**src/rtl/thp_pkg.sv**
```systemverilog
package thp_pkg;
  typedef enum logic [1:0] {OP_IDLE, OP_CLEAR, OP_PUSH} op_e;

  function automatic int idx_bits(input int n);
    return (n > 1) ? $clog2(n) : 1;
  endfunction
endpackage

```
**src/rtl/thp_coef_bank.sv**
```systemverilog
module thp_coef_bank #(
  parameter int NTAPS  = 4,
  parameter int COEF_W = 12,
  parameter int IDX_W  = 2
) (
  input  logic                     clk_i,
  input  logic                     rst_ni,
  input  logic                     we_i,
  input  logic [IDX_W-1:0]         idx_i,
  input  logic signed [COEF_W-1:0] data_i,
  output logic signed [COEF_W-1:0] coef_o [NTAPS]
);
  for (genvar g = 0; g < NTAPS; g++) begin : g_tap
    always_ff @(posedge clk_i or negedge rst_ni) begin
      if (!rst_ni)                              coef_o[g] <= '0;
      else if (we_i && (idx_i == IDX_W'(g)))    coef_o[g] <= data_i;
    end
  end
endmodule

```
**src/rtl/thp_history.sv**
```systemverilog
module thp_history #(
  parameter int NTAPS = 4,
  parameter int OUT_W = 13
) (
  input  logic                    clk_i,
  input  logic                    rst_ni,
  input  logic                    clr_i,
  input  logic                    shift_i,
  input  logic signed [OUT_W-1:0] din_i,
  output logic signed [OUT_W-1:0] hist_o [NTAPS]
);
  for (genvar g = 0; g < NTAPS; g++) begin : g_stage
    always_ff @(posedge clk_i or negedge rst_ni) begin
      if (!rst_ni)      hist_o[g] <= '0;
      else if (clr_i)   hist_o[g] <= '0;
      else if (shift_i) hist_o[g] <= (g == 0) ? din_i : hist_o[(g == 0) ? 0 : g-1];
    end
  end

  // newest sample lands in stage 0 only on an accepted symbol
  assert_shift_in_R5: assert property (@(posedge clk_i) disable iff (!rst_ni)
    (shift_i && !clr_i) |=> (hist_o[0] == $past(din_i)));
  assert_idle_hold_R5: assert property (@(posedge clk_i) disable iff (!rst_ni)
    (!shift_i && !clr_i) |=> $stable(hist_o[0]));
  assert_clear_R7: assert property (@(posedge clk_i) disable iff (!rst_ni)
    clr_i |=> (hist_o[NTAPS-1] == '0 && hist_o[0] == '0));
endmodule

```
**src/rtl/thp_fir.sv**
```systemverilog
module thp_fir #(
  parameter int NTAPS     = 4,
  parameter int COEF_W    = 12,
  parameter int COEF_FRAC = 10,
  parameter int OUT_W     = 13
) (
  input  logic signed [COEF_W-1:0] coef_i [NTAPS],
  input  logic signed [OUT_W-1:0]  hist_i [NTAPS],
  output logic signed [OUT_W-1:0]  fb_o
);
  // bits above the output window are removed by the fold, so never form them
  localparam int WRAP_W = OUT_W + COEF_FRAC;

  logic [WRAP_W-1:0] prod [NTAPS];
  logic [WRAP_W-1:0] acc;
  logic              unused_frac;

  for (genvar g = 0; g < NTAPS; g++) begin : g_mul
    assign prod[g] = WRAP_W'(coef_i[g]) * WRAP_W'(hist_i[g]);
  end

  always_comb begin
    acc = '0;
    for (int i = 0; i < NTAPS; i++) acc = acc + prod[i];
  end

  assign fb_o        = acc[WRAP_W-1:COEF_FRAC];
  assign unused_frac = ^acc[COEF_FRAC-1:0];
endmodule

```
**src/rtl/thp_precoder.sv**
```systemverilog
module thp_precoder
  import thp_pkg::*;
#(
  parameter int SYM_W     = 5,
  parameter int NTAPS     = 4,
  parameter int COEF_W    = 12,
  parameter int COEF_FRAC = 10,
  parameter int OUT_INT   = 5,
  parameter int OUT_FRAC  = 8,
  localparam int OUT_W    = OUT_INT + OUT_FRAC,
  localparam int IDX_W    = idx_bits(NTAPS)
) (
  input  logic                     clk_i,
  input  logic                     rst_ni,
  input  logic                     hist_clr_i,
  input  logic                     sym_valid_i,
  input  logic signed [SYM_W-1:0]  sym_i,
  input  logic                     coef_we_i,
  input  logic [IDX_W-1:0]         coef_idx_i,
  input  logic signed [COEF_W-1:0] coef_data_i,
  output logic                     out_valid_o,
  output logic signed [OUT_W-1:0]  out_o
);
  // window is [-2^(OUT_INT-1), 2^(OUT_INT-1)); folding by 2M is dropping bits above OUT_W
  initial begin
    if (SYM_W > OUT_INT) $error("symbol wider than output integer part");
  end

  op_e                     op;
  logic                    coef_wr;
  logic signed [COEF_W-1:0] coef [NTAPS];
  logic signed [OUT_W-1:0]  hist [NTAPS];
  logic signed [OUT_W-1:0]  fb;
  logic signed [OUT_W-1:0]  sym_q;
  logic signed [OUT_W-1:0]  next_x;

  always_comb begin
    if (hist_clr_i)       op = OP_CLEAR;
    else if (sym_valid_i) op = OP_PUSH;
    else                  op = OP_IDLE;
  end

  assign coef_wr = coef_we_i && !sym_valid_i;

  thp_coef_bank #(.NTAPS(NTAPS), .COEF_W(COEF_W), .IDX_W(IDX_W)) u_coef (
    .clk_i, .rst_ni,
    .we_i   (coef_wr),
    .idx_i  (coef_idx_i),
    .data_i (coef_data_i),
    .coef_o (coef)
  );

  thp_history #(.NTAPS(NTAPS), .OUT_W(OUT_W)) u_hist (
    .clk_i, .rst_ni,
    .clr_i   (op == OP_CLEAR),
    .shift_i (op == OP_PUSH),
    .din_i   (next_x),
    .hist_o  (hist)
  );

  thp_fir #(.NTAPS(NTAPS), .COEF_W(COEF_W), .COEF_FRAC(COEF_FRAC), .OUT_W(OUT_W)) u_fir (
    .coef_i (coef),
    .hist_i (hist),
    .fb_o   (fb)
  );

  assign sym_q  = OUT_W'(sym_i) <<< OUT_FRAC;
  assign next_x = sym_q - fb;

  always_ff @(posedge clk_i or negedge rst_ni) begin
    if (!rst_ni) begin
      out_valid_o <= 1'b0;
      out_o       <= '0;
    end else begin
      out_valid_o <= (op == OP_PUSH);
      if (op == OP_PUSH) out_o <= next_x;
    end
  end

  assert_valid_follows_R2: assert property (@(posedge clk_i) disable iff (!rst_ni)
    (sym_valid_i && !hist_clr_i) |=> out_valid_o);
  assert_no_spurious_valid_R2: assert property (@(posedge clk_i) disable iff (!rst_ni)
    !(sym_valid_i && !hist_clr_i) |=> !out_valid_o);
  assert_hold_idle_R8: assert property (@(posedge clk_i) disable iff (!rst_ni)
    !out_valid_o |-> (out_o == $past(out_o)) || $rose(rst_ni) || $fell(out_valid_o));

  for (genvar g = 0; g < NTAPS; g++) begin : g_lock
    assert_coef_locked_R6: assert property (@(posedge clk_i) disable iff (!rst_ni)
      sym_valid_i |=> $stable(coef[g]));
  end
endmodule

```
**config.mk**
```make
export PLATFORM = sky130hd
export DESIGN_NAME = thp_precoder
export DESIGN_NICKNAME = d
export VERILOG_FILES = /design/src/rtl/thp_pkg.sv /design/src/rtl/thp_coef_bank.sv /design/src/rtl/thp_history.sv /design/src/rtl/thp_fir.sv /design/src/rtl/thp_precoder.sv
export SDC_FILE = /design/constraint.sdc
export NUM_CORES = 2
export LEC_CHECK = 0
export CORE_AREA = 2 2 264 266
export CTS_BUF_LIST = sky130_fd_sc_hd__clkbuf_8
export DETAILED_ROUTE_END_ITERATION = 12
export DIE_AREA = 0 0 266 268
export DONT_BUFFER_PORTS = 1
export GPL_ROUTABILITY_DRIVEN = 0
export GPL_TIMING_DRIVEN = 0
export SLEW_MARGIN = 30
export SYNTH_ARGS = -nofsm -noshare
export SYNTH_HDL_FRONTEND = slang
export SYNTH_SLANG_ARGS = --single-unit
export TNS_END_PERCENT = 50
```
**constraint.sdc**
```tcl
create_clock -name clk_i -period 10.2 [get_ports clk_i]
set_input_delay 0 -clock clk_i [delete_from_list [all_inputs] [get_ports clk_i]]
set_output_delay 0 -clock clk_i [all_outputs]
set_load 0.02 [all_outputs]
```
==> Flow_metrics.wiki <==
{| class="wikitable"
! Metric !! Value
|-
| IO Pins || 38
|-
| Clock Skews || 0.0162 ns
|-
| Synthesis-stage register bit count || 114
|-
| Required time at the worst-slack endpoint || 10.55 ns
|-
| Shortest clock period the worst path allows after layout || 9.85 ns
|-
| Total number of placement rows || 96
|-
| Cell repeated most along the worst path || sky130_fd_sc_hd__fa_1
|-
| Final hold violation count || 0
|-
| Transition at the pin with the smallest max-transition slack || 0.901 ns
|-
| DRC marker count from the first detailed-route iteration || 1105
|-
| Net total in the final layout || 3641
|-
| Clock tree sinks || 114
|-
| Min-Delay Path Class || in2reg
|-
| Cell area after placement || 28200 sq um
|-
| Number of nets produced by synthesis || 3598
|-
| Floorplan core area || 68200 sq um
|-
| Initial core utilization || 0.397
|-
| Depth of the CTS H-tree || 4
|-
| Area growth, synth to finish || 7.08%
|-
| Pin count of the biggest net entering global routing || 115
|-
| Clock transition at the registers of the reported paths || 0.08 ns
|-
| Post-route standard cell area excluding fillers || 29000 sq um
|-
| Final worst hold slack || 0.0169 ns
|-
| Congestion Overflow GR || 0
|-
| DRC || 0
|-
| Result of the run || complete, no violations
|-
| Routed via count divided by cell count || 4.87
|-
| Final wirelength || 73300 um
|-
| Category of the worst setup path capture point || flip-flop
|-
| DRT Pass-1 Iters || 6
|-
| Post-synthesis instance area || 27100 sq um
|-
| Total CTS buffers || 17
|-
| Chip width || 266 um
|-
| Wire length of the first global-routing pass || 116000 um
|-
| Final cycle utilization of the critical path || 0.966
|-
| Mean cell area of the mapped netlist || 9.79 sq um
|-
| Worst relative slew slack || 0.395
|-
| Slowest cell on the critical path || sky130_fd_sc_hd__dfrtp_1
|-
| Placed wire-length estimate || 64100 um
|-
| Timing-limited maximum frequency || 102 MHz
|-
| Number of vias in the routed layout || 18000
|-
| Area fraction of the dominant cell type after synthesis || 0.483
|-
| Yosys cell types || 58
|-
| Synth cell count leaders || sky130_fd_sc_hd__inv_1 (720), sky130_fd_sc_hd__fa_1 (653), sky130_fd_sc_hd__nand2_1 (334), sky130_fd_sc_hd__and2_1 (281), sky130_fd_sc_hd__ha_1 (156)
|-
| Proportion of layout cells with a drive suffix above 1 || 0.0695
|-
| Input/output buffers || 0
|-
| Most used flip-flop cell after synthesis || sky130_fd_sc_hd__dfrtp_1
|-
| TritonCTS clock tree || done
|-
| Aggregate global-route resource usage || 0.221
|-
| Cell at the root of the clock tree || sky130_fd_sc_hd__clkbuf_8
|-
| Share of synthesized area occupied by flip-flops and latches || 0.105
|-
| Slew Limit Fails || 0
|-
| Slowest stage delay, CP || 0.55 ns
|-
| DIE HEIGHT || 268 um
|-
| Post-Syn Instances || 2765
|-
| Maximum Capacitance Violations || 0
|-
| Share of flip-flops with an asynchronous set or reset || 1.00
|-
| Clock latency of the later-clocked register in the worst-skew pair || 0.50 ns
|-
| Largest buffer count on any clock path || 2
|-
| Most area-hungry cell type in the Yosys netlist || sky130_fd_sc_hd__fa_1
|-
| Arrival time at the worst endpoint || 10.19 ns
|-
| Yosys warnings || 0
|-
| Most numerous cell in the Yosys netlist || sky130_fd_sc_hd__inv_1
|-
| Final design utilization || 0.425
|-
| Antenna Violating Nets Remaining || 0
|-
| Number of synthesized flops with an enable pin || 0
|-
| Cells taking the most area after synthesis || sky130_fd_sc_hd__fa_1 (48%), sky130_fd_sc_hd__dfrtp_1 (11%), sky130_fd_sc_hd__inv_1 (10%), sky130_fd_sc_hd__ha_1 (7.2%), sky130_fd_sc_hd__and2_1 (6.5%)
|-
| Type of the worst setup path || reg2reg
|-
| Number of setup violations in the final report || 0
|-
| Die area || 71300 sq um
|-
| Routed wire per std cell || 19.8 um
|-
| Vias in the first global route || 19100
|-
| Critical path fanouts, max || 10
|-
| Initial antenna violation count || 9
|-
| Critical Path Source Type || flip-flop
|}
-- worst paths after layout --
path	from	end	slack, ns	cells past startpoint
worst min-delay path	sym_i[0]	out_o[9]$_DFFE_PN0P_	0.02	4
worst max-delay path	u_hist.hist_o[43]$_DFFE_PN0P_	u_hist.hist_o[51]$_DFFE_PN0P_	0.35	34
max in group asynchronous	rst_ni	u_coef.coef_o[4]$_DFFE_PN0P_	9.48	2
worst max register to register	u_hist.hist_o[43]$_DFFE_PN0P_	u_hist.hist_o[51]$_DFFE_PN0P_	0.35	34
worst min register to register	u_coef.coef_o[2]$_DFFE_PN0P_	u_coef.coef_o[2]$_DFFE_PN0P_	0.57	1
min in group asynchronous	rst_ni	out_o[0]$_DFFE_PN0P_	0.14	2
-- flip-flops by register name (all words and copies together), names as in the netlist --
signal         cells
out_o             13
u_coef.coef_o     48
u_hist.hist_o     52
out_valid_o        1
-- cells by family after synthesis --
logic type      count (synthesis)  share of synthesized area
xor+xnor                       75                     0.0251
fa+ha+maj                     809                      0.555
flops                         114                      0.105
compound gates                 70                     0.0206
simple gates                  760                      0.139
buf+inv                       839                      0.116
mux                            98                     0.0385
-- cells in the final DEF (no fill, tap or decap), types with 4 or more instances in the layout --
| cell type | netlist | final |
|---|---|---|
| sky130_fd_sc_hd__o21ai_0 | 11 | 11 |
| sky130_fd_sc_hd__clkbuf_1 | 113 | 33 |
| sky130_fd_sc_hd__xor2_1 | 17 | 17 |
| sky130_fd_sc_hd__a211oi_1 | 4 | 4 |
| sky130_fd_sc_hd__clkbuf_2 | 0 | 47 |
| sky130_fd_sc_hd__nor3_1 | 8 | 7 |
| sky130_fd_sc_hd__nor2_1 | 62 | 62 |
| sky130_fd_sc_hd__clkbuf_4 | 0 | 11 |
| sky130_fd_sc_hd__buf_1 | 5 | 4 |
| sky130_fd_sc_hd__o21a_1 | 6 | 6 |
| sky130_fd_sc_hd__buf_2 | 0 | 13 |
| sky130_fd_sc_hd__inv_1 | 720 | 719 |
| sky130_fd_sc_hd__a21o_1 | 7 | 7 |
| sky130_fd_sc_hd__dlygate4sd3_1 | 0 | 21 |
| sky130_fd_sc_hd__clkinvlp_4 | 0 | 6 |
| sky130_fd_sc_hd__nand2b_1 | 27 | 27 |
| sky130_fd_sc_hd__ha_1 | 156 | 154 |
| sky130_fd_sc_hd__clkbuf_8 | 0 | 20 |
| sky130_fd_sc_hd__nand2_1 | 334 | 334 |
| sky130_fd_sc_hd__dfrtp_1 | 114 | 103 |
| sky130_fd_sc_hd__dfrtp_2 | 0 | 11 |
| sky130_fd_sc_hd__and3_1 | 4 | 4 |
| sky130_fd_sc_hd__buf_4 | 0 | 12 |
| sky130_fd_sc_hd__a21oi_1 | 8 | 8 |
| sky130_fd_sc_hd__o21ai_1 | 4 | 4 |
| sky130_fd_sc_hd__mux2i_1 | 49 | 49 |
| sky130_fd_sc_hd__fa_1 | 653 | 651 |
| sky130_fd_sc_hd__nand3_1 | 4 | 4 |
| sky130_fd_sc_hd__nor2b_1 | 28 | 28 |
| sky130_fd_sc_hd__mux2_2 | 49 | 49 |
| sky130_fd_sc_hd__and2_1 | 281 | 281 |
| sky130_fd_sc_hd__xnor2_1 | 56 | 56 |
-- metrics by stage --
| step | setup slack [ns] | instances | TNS, ns |
|---|---|---|---|
| final | 0.351 | 3704 | 0 |
| after global routing | -0.0231 | 3704 | -0.0231 |
| after CTS | 0.0214 | 3702 | 0 |
| after detailed placement | -0.281 | 3647 | -0.756 |
| after global placement | -0.209 | 3647 | -0.453 |
| after floorplan | 1.17 | 2765 | 0 |
-- routing by layer --
| layer | vias to the layer above | GRT usage | part of all wire |
|---|---|---|---|
| met5 | - | 0 | 0.00019 |
| met4 | 2 | 0.0695 | 0.031 |
| met3 | 99 | 0.0219 | 0.048 |
| met2 | 470 | 0.373 | 0.50 |
| met1 | 9459 | 0.302 | 0.42 |
| li1 | 8013 | - | - |
-- critical path, delay by kind of cell, from the launching register on --
kind / cells / cell delay, ns
mux: 1 / 0.15
compound gates: 9 / 2.01
buf+inv: 6 / 0.58
xor+xnor: 3 / 0.45
flops: 1 / 0.55
fa+ha+maj: 11 / 5.11
simple gates: 4 / 0.83
-- area by class of cell --
cell class,instances,area (sq um)
Tap cell,882,1100
Buffer,112,552
Fill cell,6786,39200
Antenna cell,1,2.50
Clock inverter,12,83.8
Sequential cell,114,2870
Clock buffer,20,275
Multi-Input combinational cell,1812,21100
Timing Repair Buffer,30,298
Inverter,721,2710
-- timing repair --
item,CTS,global route
endpoints found under the setup margin,7,8
setup buffers,1,7
gates cloned,0,0
hold endpoints to repair,175,0
gates resized for setup,21,173
pin swaps,0,8
hold buffers,22,0
Power is not shown: default switching activity piles up to over one toggle a cycle in this logic, so the estimate is an artifact.
